[config.mk]
export PLATFORM = sky130hd
export DESIGN_NAME = msi_src_decoder
export DESIGN_NICKNAME = d
export VERILOG_FILES = /design/src/rtl/msi_dec_pkg.sv /design/src/rtl/msi_src_map.sv /design/src/rtl/msi_ffi_lock.sv /design/src/rtl/msi_lookup_fsm.sv /design/src/rtl/msi_src_decoder.sv
export SDC_FILE = /design/constraint.sdc
export NUM_CORES = 1
export LEC_CHECK = 0
export BUFFER_PORTS_ARGS = -buffer_cell sky130_fd_sc_hd__buf_4
export CAP_MARGIN = 30
export CORE_ASPECT_RATIO = 1.75
export CORE_MARGIN = 2
export CORE_UTILIZATION = 40
export DETAILED_ROUTE_END_ITERATION = 10
export GPL_ROUTABILITY_DRIVEN = 1
export GPL_TIMING_DRIVEN = 0
export PLACE_DENSITY = 0.65
export SYNTH_ARGS = -nofsm -noshare
export SYNTH_HDL_FRONTEND = slang
export SYNTH_HIERARCHICAL = 1
export SYNTH_SLANG_ARGS = --single-unit
export TNS_END_PERCENT = 20
[constraint.sdc]
create_clock -name clk -period 8.7 [get_ports clk]
set_input_delay 0 -clock clk [delete_from_list [all_inputs] [get_ports clk]]
set_output_delay 0 -clock clk [all_outputs]
set_load 0.01 [all_outputs]
[src/rtl/msi_dec_pkg.sv]
package msi_dec_pkg;
  localparam int SRC_W = 16;
  localparam int CNT_W = SRC_W + 1;

  typedef logic [SRC_W-1:0] src_t;

  typedef enum logic {ST_IDLE, ST_LOOKUP} dec_state_e;

  function automatic src_t form_src(input logic [63:0] addr, input logic [15:0] data);
    return addr[SRC_W+3:4] | {{(SRC_W-5){1'b0}}, data[4:0]};
  endfunction
endpackage

[src/rtl/msi_src_map.sv]
module msi_src_map
  import msi_dec_pkg::*;
#(
  parameter int MAX_SRC = 2048
) (
  input  logic [63:0]      addr,
  input  logic [15:0]      data,
  input  logic [CNT_W-1:0] cfg_count,
  output src_t             src,
  output logic             in_range
);
  localparam logic [CNT_W-1:0] MAX_CNT = CNT_W'(MAX_SRC);

  logic [CNT_W-1:0] eff_count;

  always_comb begin
    eff_count = (cfg_count > MAX_CNT) ? MAX_CNT : cfg_count;
    src       = form_src(addr, data);
    in_range  = {1'b0, src} < eff_count;
  end
endmodule

[src/rtl/msi_ffi_lock.sv]
module msi_ffi_lock (
  input  logic        clk,
  input  logic        rst_n,
  input  logic        wr,
  input  logic [63:0] value_in,
  input  logic        start,
  input  logic        done,
  output logic        pend,
  output logic        lock,
  output logic [63:0] value
);
  logic take;
  assign take = wr && !lock;

  always_ff @(posedge clk) begin
    if (!rst_n) begin
      pend  <= 1'b0;
      lock  <= 1'b0;
      value <= '0;
    end else begin
      if (take) begin
        pend  <= 1'b1;
        lock  <= 1'b1;
        value <= value_in;
      end else begin
        if (start) pend <= 1'b0;
        if (done)  lock <= 1'b0;
      end
    end
  end
endmodule

[src/rtl/msi_lookup_fsm.sv]
module msi_lookup_fsm
  import msi_dec_pkg::*;
#(
  parameter int PE_W = 8
) (
  input  logic            clk,
  input  logic            rst_n,
  input  logic            start_msi,
  input  logic            start_ffi,
  input  src_t            src,
  input  logic            in_range,
  input  logic [PE_W-1:0] pe_in,
  input  logic            tbl_ack,
  input  logic            tbl_err,
  input  logic [PE_W-1:0] tbl_pe,
  output logic            idle,
  output logic            tbl_req,
  output src_t            tbl_idx,
  output logic            trig,
  output src_t            out_src,
  output logic            err_range,
  output logic            err_pe,
  output logic            err_read,
  output logic            done_forced
);
  dec_state_e      state;
  src_t            cur_src;
  logic [PE_W-1:0] cur_pe;
  logic            cur_forced;
  logic            start;

  assign start   = start_msi || start_ffi;
  assign idle    = (state == ST_IDLE);
  assign tbl_req = (state == ST_LOOKUP);
  assign tbl_idx = cur_src;
  assign done_forced = (start_ffi && !in_range) ||
                       ((state == ST_LOOKUP) && tbl_ack && cur_forced);

  always_ff @(posedge clk) begin
    if (!rst_n) begin
      state      <= ST_IDLE;
      cur_src    <= '0;
      cur_pe     <= '0;
      cur_forced <= 1'b0;
      out_src    <= '0;
      trig       <= 1'b0;
      err_range  <= 1'b0;
      err_pe     <= 1'b0;
      err_read   <= 1'b0;
    end else begin
      trig      <= 1'b0;
      err_range <= 1'b0;
      err_pe    <= 1'b0;
      err_read  <= 1'b0;
      case (state)
        ST_IDLE: begin
          if (start) begin
            cur_src    <= src;
            cur_pe     <= start_ffi ? '0 : pe_in;
            cur_forced <= start_ffi;
            if (!in_range) begin
              err_range <= 1'b1;
              out_src   <= src;
            end else begin
              state <= ST_LOOKUP;
            end
          end
        end
        ST_LOOKUP: begin
          if (tbl_ack) begin
            state   <= ST_IDLE;
            out_src <= cur_src;
            if (tbl_err)                               err_read <= 1'b1;
            else if (!cur_forced && tbl_pe != cur_pe)  err_pe   <= 1'b1;
            else                                       trig     <= 1'b1;
          end
        end
        default: state <= ST_IDLE;
      endcase
    end
  end
endmodule

[src/rtl/msi_src_decoder.sv]
module msi_src_decoder
  import msi_dec_pkg::*;
#(
  parameter int MAX_SRC = 2048,
  parameter int PE_W    = 8
) (
  input  logic             clk,
  input  logic             rst_n,
  input  logic [CNT_W-1:0] cfg_count,
  input  logic             msi_valid,
  output logic             msi_ready,
  input  logic [63:0]      msi_addr,
  input  logic [15:0]      msi_data,
  input  logic [PE_W-1:0]  msi_pe,
  input  logic             ffi_wr,
  input  logic [63:0]      ffi_value,
  output logic             ffi_lock,
  output logic             tbl_req,
  output logic [SRC_W-1:0] tbl_idx,
  input  logic             tbl_ack,
  input  logic             tbl_err,
  input  logic [PE_W-1:0]  tbl_pe,
  output logic             trig,
  output logic [SRC_W-1:0] trig_src,
  output logic             err_range,
  output logic             err_pe,
  output logic             err_read
);
  logic        idle, ffi_pend, start_ffi, start_msi, done_forced, in_range;
  logic [63:0] ffi_held, sel_addr;
  logic [15:0] sel_data;
  src_t        src;

  assign start_ffi = idle && ffi_pend;
  assign msi_ready = idle && !ffi_pend;
  assign start_msi = msi_valid && msi_ready;
  assign sel_addr  = start_ffi ? ffi_held : msi_addr;
  assign sel_data  = start_ffi ? 16'h0000 : msi_data;

  msi_src_map #(.MAX_SRC(MAX_SRC)) u_map (
    .addr(sel_addr), .data(sel_data), .cfg_count(cfg_count),
    .src(src), .in_range(in_range)
  );

  msi_ffi_lock u_lock (
    .clk(clk), .rst_n(rst_n), .wr(ffi_wr), .value_in(ffi_value),
    .start(start_ffi), .done(done_forced),
    .pend(ffi_pend), .lock(ffi_lock), .value(ffi_held)
  );

  msi_lookup_fsm #(.PE_W(PE_W)) u_fsm (
    .clk(clk), .rst_n(rst_n), .start_msi(start_msi), .start_ffi(start_ffi),
    .src(src), .in_range(in_range), .pe_in(msi_pe),
    .tbl_ack(tbl_ack), .tbl_err(tbl_err), .tbl_pe(tbl_pe),
    .idle(idle), .tbl_req(tbl_req), .tbl_idx(tbl_idx),
    .trig(trig), .out_src(trig_src),
    .err_range(err_range), .err_pe(err_pe), .err_read(err_read),
    .done_forced(done_forced)
  );
endmodule

# --- Word-level counts from Yosys, hierarchy flattened ---
# Index checks and enable logic that the tools add are counted.
totals:
  regBits: 68
  inputBits: 183
classes:
  magnitude_cmp: 2
  eq_ne: 4
  n_mux: 20
  bitwise: 5
  n_reduce_logical: 21
op_table:
  columns: ["cell", "n"]
  rows:
  - ["$mux W16", 3]
  - ["$pmux W16 S2", 1]
  - ["$mux W20", 1]
  - ["$gt A17 B12 Y1 const B", 1]
  - ["$lt A16 B17 Y1", 1]
  - ["$mux W17", 1]
  - ["$or A16 B5 Y16", 1]
  - ["$mux W1", 11]
  - ["$logic_and A1 B1 Y1", 8]
  - ["$mux W8", 1]
  - ["$ne A8 B8 Y1", 1]
  - ["$reduce_and A3 Y1", 2]
  - ["$mux W5", 1]
  - ["$logic_not A1 Y1", 4]
  - ["$ne A2 B2 Y1 const B", 2]
  - ["$not A1 Y1", 4]
  - ["$reduce_bool A2 Y1", 2]
  - ["$reduce_or A4 Y1", 1]
  - ["$reduce_or A3 Y1", 1]
  - ["$logic_or A1 B1 Y1", 2]
  - ["$ne A2 B1 Y1 const B", 1]
  - ["$pmux W1 S2", 1]
  - ["$reduce_and A2 Y1", 1]

# --- Logic depth before layout (Yosys ltp) ---
depth:
  depth_word: 10
  ltp_mapped: 16
  ltp_nobuf: 12

# --- Modules after synthesis ---
# The synthesis kept the hierarchy.
by_module_without_submodules:
  columns: ["mod", "n_inst", "cells_each", "area_per_inst_um2", "seq_area_each_um2"]
  rows:
  - ["msi_ffi_lock", 1, 284, 2670.1, 1321.3]
  - ["msi_lookup_fsm", 1, 213, 2100.8, 920.9]
  - ["msi_src_decoder", 1, 92, 954.7, 0.0]
  - ["msi_src_map", 1, 75, 538.0, 0.0]

# --- Worst setup path after synthesis ---
# No wires, ideal clock.
synth_timing:
  kind: "reg-to-reg"
  from: "register u_fsm.state, in the netlist u_fsm/tbl_req"
  to: "register u_fsm.out_src[4]"
  setup_time_ns: 0.116
  t_arrival_ns: 3.388
  t_required_ns: 8.584
  slack_ns: 5.195
  path_stages_with_launch: 16
  path_cell_list: "dfxtp_1 > buf_6 > buf_2 > inv_1 > nand2_4 > clkbuf_8 > mux2_4 > or2_2 > ha_1 > a21oi_1 > o221ai_1 > a211o_1 > a31oi_1 > o21ai_4 > buf_6 > o211a_1"
synth_via:
  elab_chain_cells: 7
synth_rtl:
  columns: ["element", "line", "rtl"]
  rows:
  - ["from (decl)", "msi_lookup_fsm.sv:26", "dec_state_e state;"]
  - ["from (signal assigned)", "msi_lookup_fsm.sv:41", "state <= ST_IDLE;"]
  - ["from (signal assigned)", "msi_lookup_fsm.sv:65", "state <= ST_LOOKUP;"]
  - ["from (signal assigned)", "msi_lookup_fsm.sv:71", "state <= ST_IDLE;"]
  - ["$not A1 Y1", "msi_lookup_fsm.sv:33", "assign idle = (state == ST_IDLE);"]
  - ["via idle", "msi_src_decoder.sv:29", "logic idle, ffi_pend, start_ffi, start_msi, done_forced, in_range;"]
  - ["$logic_and A1 B1 Y1", "msi_src_decoder.sv:34", "assign start_ffi = idle && ffi_pend;"]
  - ["$mux W20", "msi_src_decoder.sv:37", "assign sel_addr = start_ffi ? ffi_held : msi_addr;"]
  - ["via sel_addr[8]", "msi_src_decoder.sv:30", "logic [63:0] ffi_held, sel_addr;"]
  - ["$or A16 B5 Y16", "msi_dec_pkg.sv:10", "return addr[SRC_W+3:4] | {{(SRC_W-5){1'b0}}, data[4:0]};"]
  - ["via src[4]", "msi_src_decoder.sv:32", "src_t src;"]
  - ["$lt A16 B17 Y1", "msi_src_map.sv:19", "in_range = {1'b0, src} < eff_count;"]
  - ["via in_range", "msi_src_decoder.sv:29", null]
  - ["$ne A2 B2 Y1 (no source line)", null, null]
  - ["$reduce_and A3 Y1 (no source line)", null, null]
  - ["to (signal assigned)", "msi_lookup_fsm.sv:63", "out_src <= src;"]
  - ["to (signal assigned)", "msi_lookup_fsm.sv:72", "out_src <= cur_src;"]
  - ["to (decl)", "msi_lookup_fsm.sv:20", "output src_t out_src,"]
# The timed path passes the listed nets, and every way through them passes these cells. The select of a mux whose other input is x is not followed.
# A chain may end at the register's enable or synchronous reset.

# --- Worst setup path in the final report ---
layout_timing:
  from: "register u_fsm.state, in the netlist u_fsm/tbl_req"
  to: "register u_fsm.out_src[14]"
# Same word-level chain as after synthesis.

==> results.cfg <==
[pwr]
netSwitchingFraction = 0.296
p_clk_frac = 0.340
p_seq_frac = 0.361
peakVddDrop_mv = 0.0986
internal_power_w = 0.000679
netSwitchingPower_w = 0.000286
powerDensity_mw_per_mm2 = 186
p_comb_frac = 0.298
total_power_w = 0.000965
power_leakage_nw = 2.45

[min_path]
hold_start = tbl_ack
hold_class = input port to register

[timing]
slew_viol_final = 0
fin_tns_setup_ns = 0
rsz0062_at_grt = no
fin_crit_sh = 0.441
tightest_slew_ns = 0.607
timing.slew.headroom = 0.594
finalCriticalPeriod_ns = 3.84
fmax_ghz = 0.261
hold_viol = 0
setup_viol = 0
finalClockSkew_ns = 0.00676

[clocking]
ctsResizeCount = 0
cts_tree = yes
cts.htree.levels = 3
cts_sinks = 64
clock_latency_ns = 0.33
clk_pin_slew_ns = 0.05
cts_setup_buffers = 0
cts_root_buffer = clkbuf_16
clk_path_buf_depth = 2
cts_made_buffers = 9

[final_layout]
seqCellArea_mm2 = 0.00128
multi_input_area_mm2 = 0.00208
nNetsFinal = 743
fin_util = 0.573
n_antenna_cell = 0
drive_gt1_frac = 0.371
nFillCells = 854
area_delta_synth_final_pct = 39.8

[floorplanning]
ioPinCount = 222
die_x_um = 76.7
die_h_um = 131
die_area_mm2 = 0.0101
rows = 46
initial_core_util = 0.410
fp.coreArea_mm2 = 0.00904

[route]
drc = 0
dr.pass1.iters = 5
ant_nets = 0
viasPerCell = 4.81
wl_per_cell_um = 14.0
vias = 3221
drt-total-wl_um = 9410
drt_iter0_drc = 97

[critical_path]
critPathKind = register to register
start_kind = register
cp_common_cell = buf_6
cpPeakStageDelay_ns = 0.49
startpoint = u_fsm/tbl_req$_SDFF_PN0_
crit_chain = buf_6 > buf_2 > inv_1 > nand2_4 > clkbuf_8 > mux2_4 > or2_2 > ha_1 > a21oi_1 > o221ai_1 > a211o_1 > a31oi_1 > o21ai_4 > buf_6 > o211a_1
cp_slowest_cell = a31oi_1
cp-end-kind = register
required_ns = 8.92
worstPathMaxFanout = 10
rr_startpoint = u_fsm/tbl_req$_SDFF_PN0_
cp_data_arrival_time_ns = 4.06

[flow_run]
drv_cap = 0

[synthesis]
syn_avg_cell_area_um2 = 9.28
syn_inst = 399
syn_area_mm2 = 0.00370
yosys_warnings = 6

[place]
hpwl_um = 7580
routabilityCongestion = 0.832
io_buffers = 113

[global_route]
track_usage = 0.191
grt_pass1_wl_um = 15500
grt_start_max_net_pins = 12
grt_pass1_vias = 3326
overflow = 0
antenna_found_initial = 0

[status]
status = finished clean
==> registers in the layout (all words and copies together), names as in the netlist <==
name / flops
u_lock/value: 16
u_lock/pend: 1
u_fsm/cur_forced: 1
u_fsm/err_read: 1
u_fsm/tbl_idx: 16
u_fsm/trig: 1
u_fsm/err_pe: 1
u_lock/lock: 1
u_fsm/out_src: 16
u_fsm/tbl_req: 1
u_fsm/cur_pe: 8
u_fsm/err_range: 1
==> worst max-delay path: cells and delay by family, from the launching register on <==
family	cells	cell delay, ns
buffers and inverters	5	0.90
AND/OR/NAND/NOR	2	0.44
flip-flops	1	0.34
multiplexers	1	0.29
adder cells (fa/ha/maj)	1	0.33
AO/OA/AOI/OAI	6	1.42
==> per-layer routing <==
layer	share of wire	vias up	track usage
met4	0.023	0	0.0828
met3	0.046	12	0.0343
met5	0	-	0
met2	0.51	106	0.336
li1	-	1631	-
met1	0.43	1472	0.222
==> worst paths after layout <==
check / endpoint / slack [ns] / cells after the start
worst min-delay path: u_fsm/err_read$_SDFF_PN0_ / 0.02 / 3
worst max register to register: u_fsm/out_src[14]$_SDFFE_PN0P_ / 4.86 / 15
worst max-delay path: u_fsm/out_src[14]$_SDFFE_PN0P_ / 4.86 / 15
worst min register to register: u_lock/value[11]$_SDFFE_PN0P_ / 0.46 / 2
==> layout make-up <==
cell class                 count  share of cell area
buffer                        42              0.0645
multi-input combinational    290               0.401
tap                          120              0.0290
inverter                       6             0.00435
clock inverter                 6             0.00677
timing repair buffer         132               0.201
clock buffer                  10              0.0462
sequential                    64               0.247
==> cells in the final DEF (no fill, tap or decap), types with 8 or more instances in the layout <==
cell type        n
buf_4          126
a21oi_1         15
buf_6            8
xor2_1           8
ha_1            15
nor2b_1         10
dfxtp_1         64
dlygate4sd3_1   19
o211a_1         17
mux2_2          12
mux2i_1         32
a21boi_2        10
nand2_1         98
clkbuf_16        9
==> power groups by stage <==
stage               combinational [W]  sequential (W)  clock [W]
finish                       0.000288        0.000349   0.000328
floorplan                    0.000169        0.000362          0
detailed placement           0.000283        0.000355          0
global placement             0.000279        0.000354          0
global route                 0.000316        0.000353   0.000349
CTS                          0.000291        0.000349   0.000337
==> stage by stage <==
stage                     std cells  cell area, um^2  hold slack (ns)  worst slack, ns
after floorplan                 402             3710           0.0761             5.28
after global placement          635             4710            0.184             4.82
after detailed placement        635             4710            0.185             4.80
after CTS                       670             5180          0.00583             4.78
after global routing            670             5180           0.0365             4.61
final                           670             5180           0.0157             4.86
==> timing repair <==
item                                    in CTS  in global routing
endpoints found under the hold margin       21                  0
hold buffers                                19                  0
endpoints found under the setup margin       0                  0
Power figures use the tool's default switching activity.
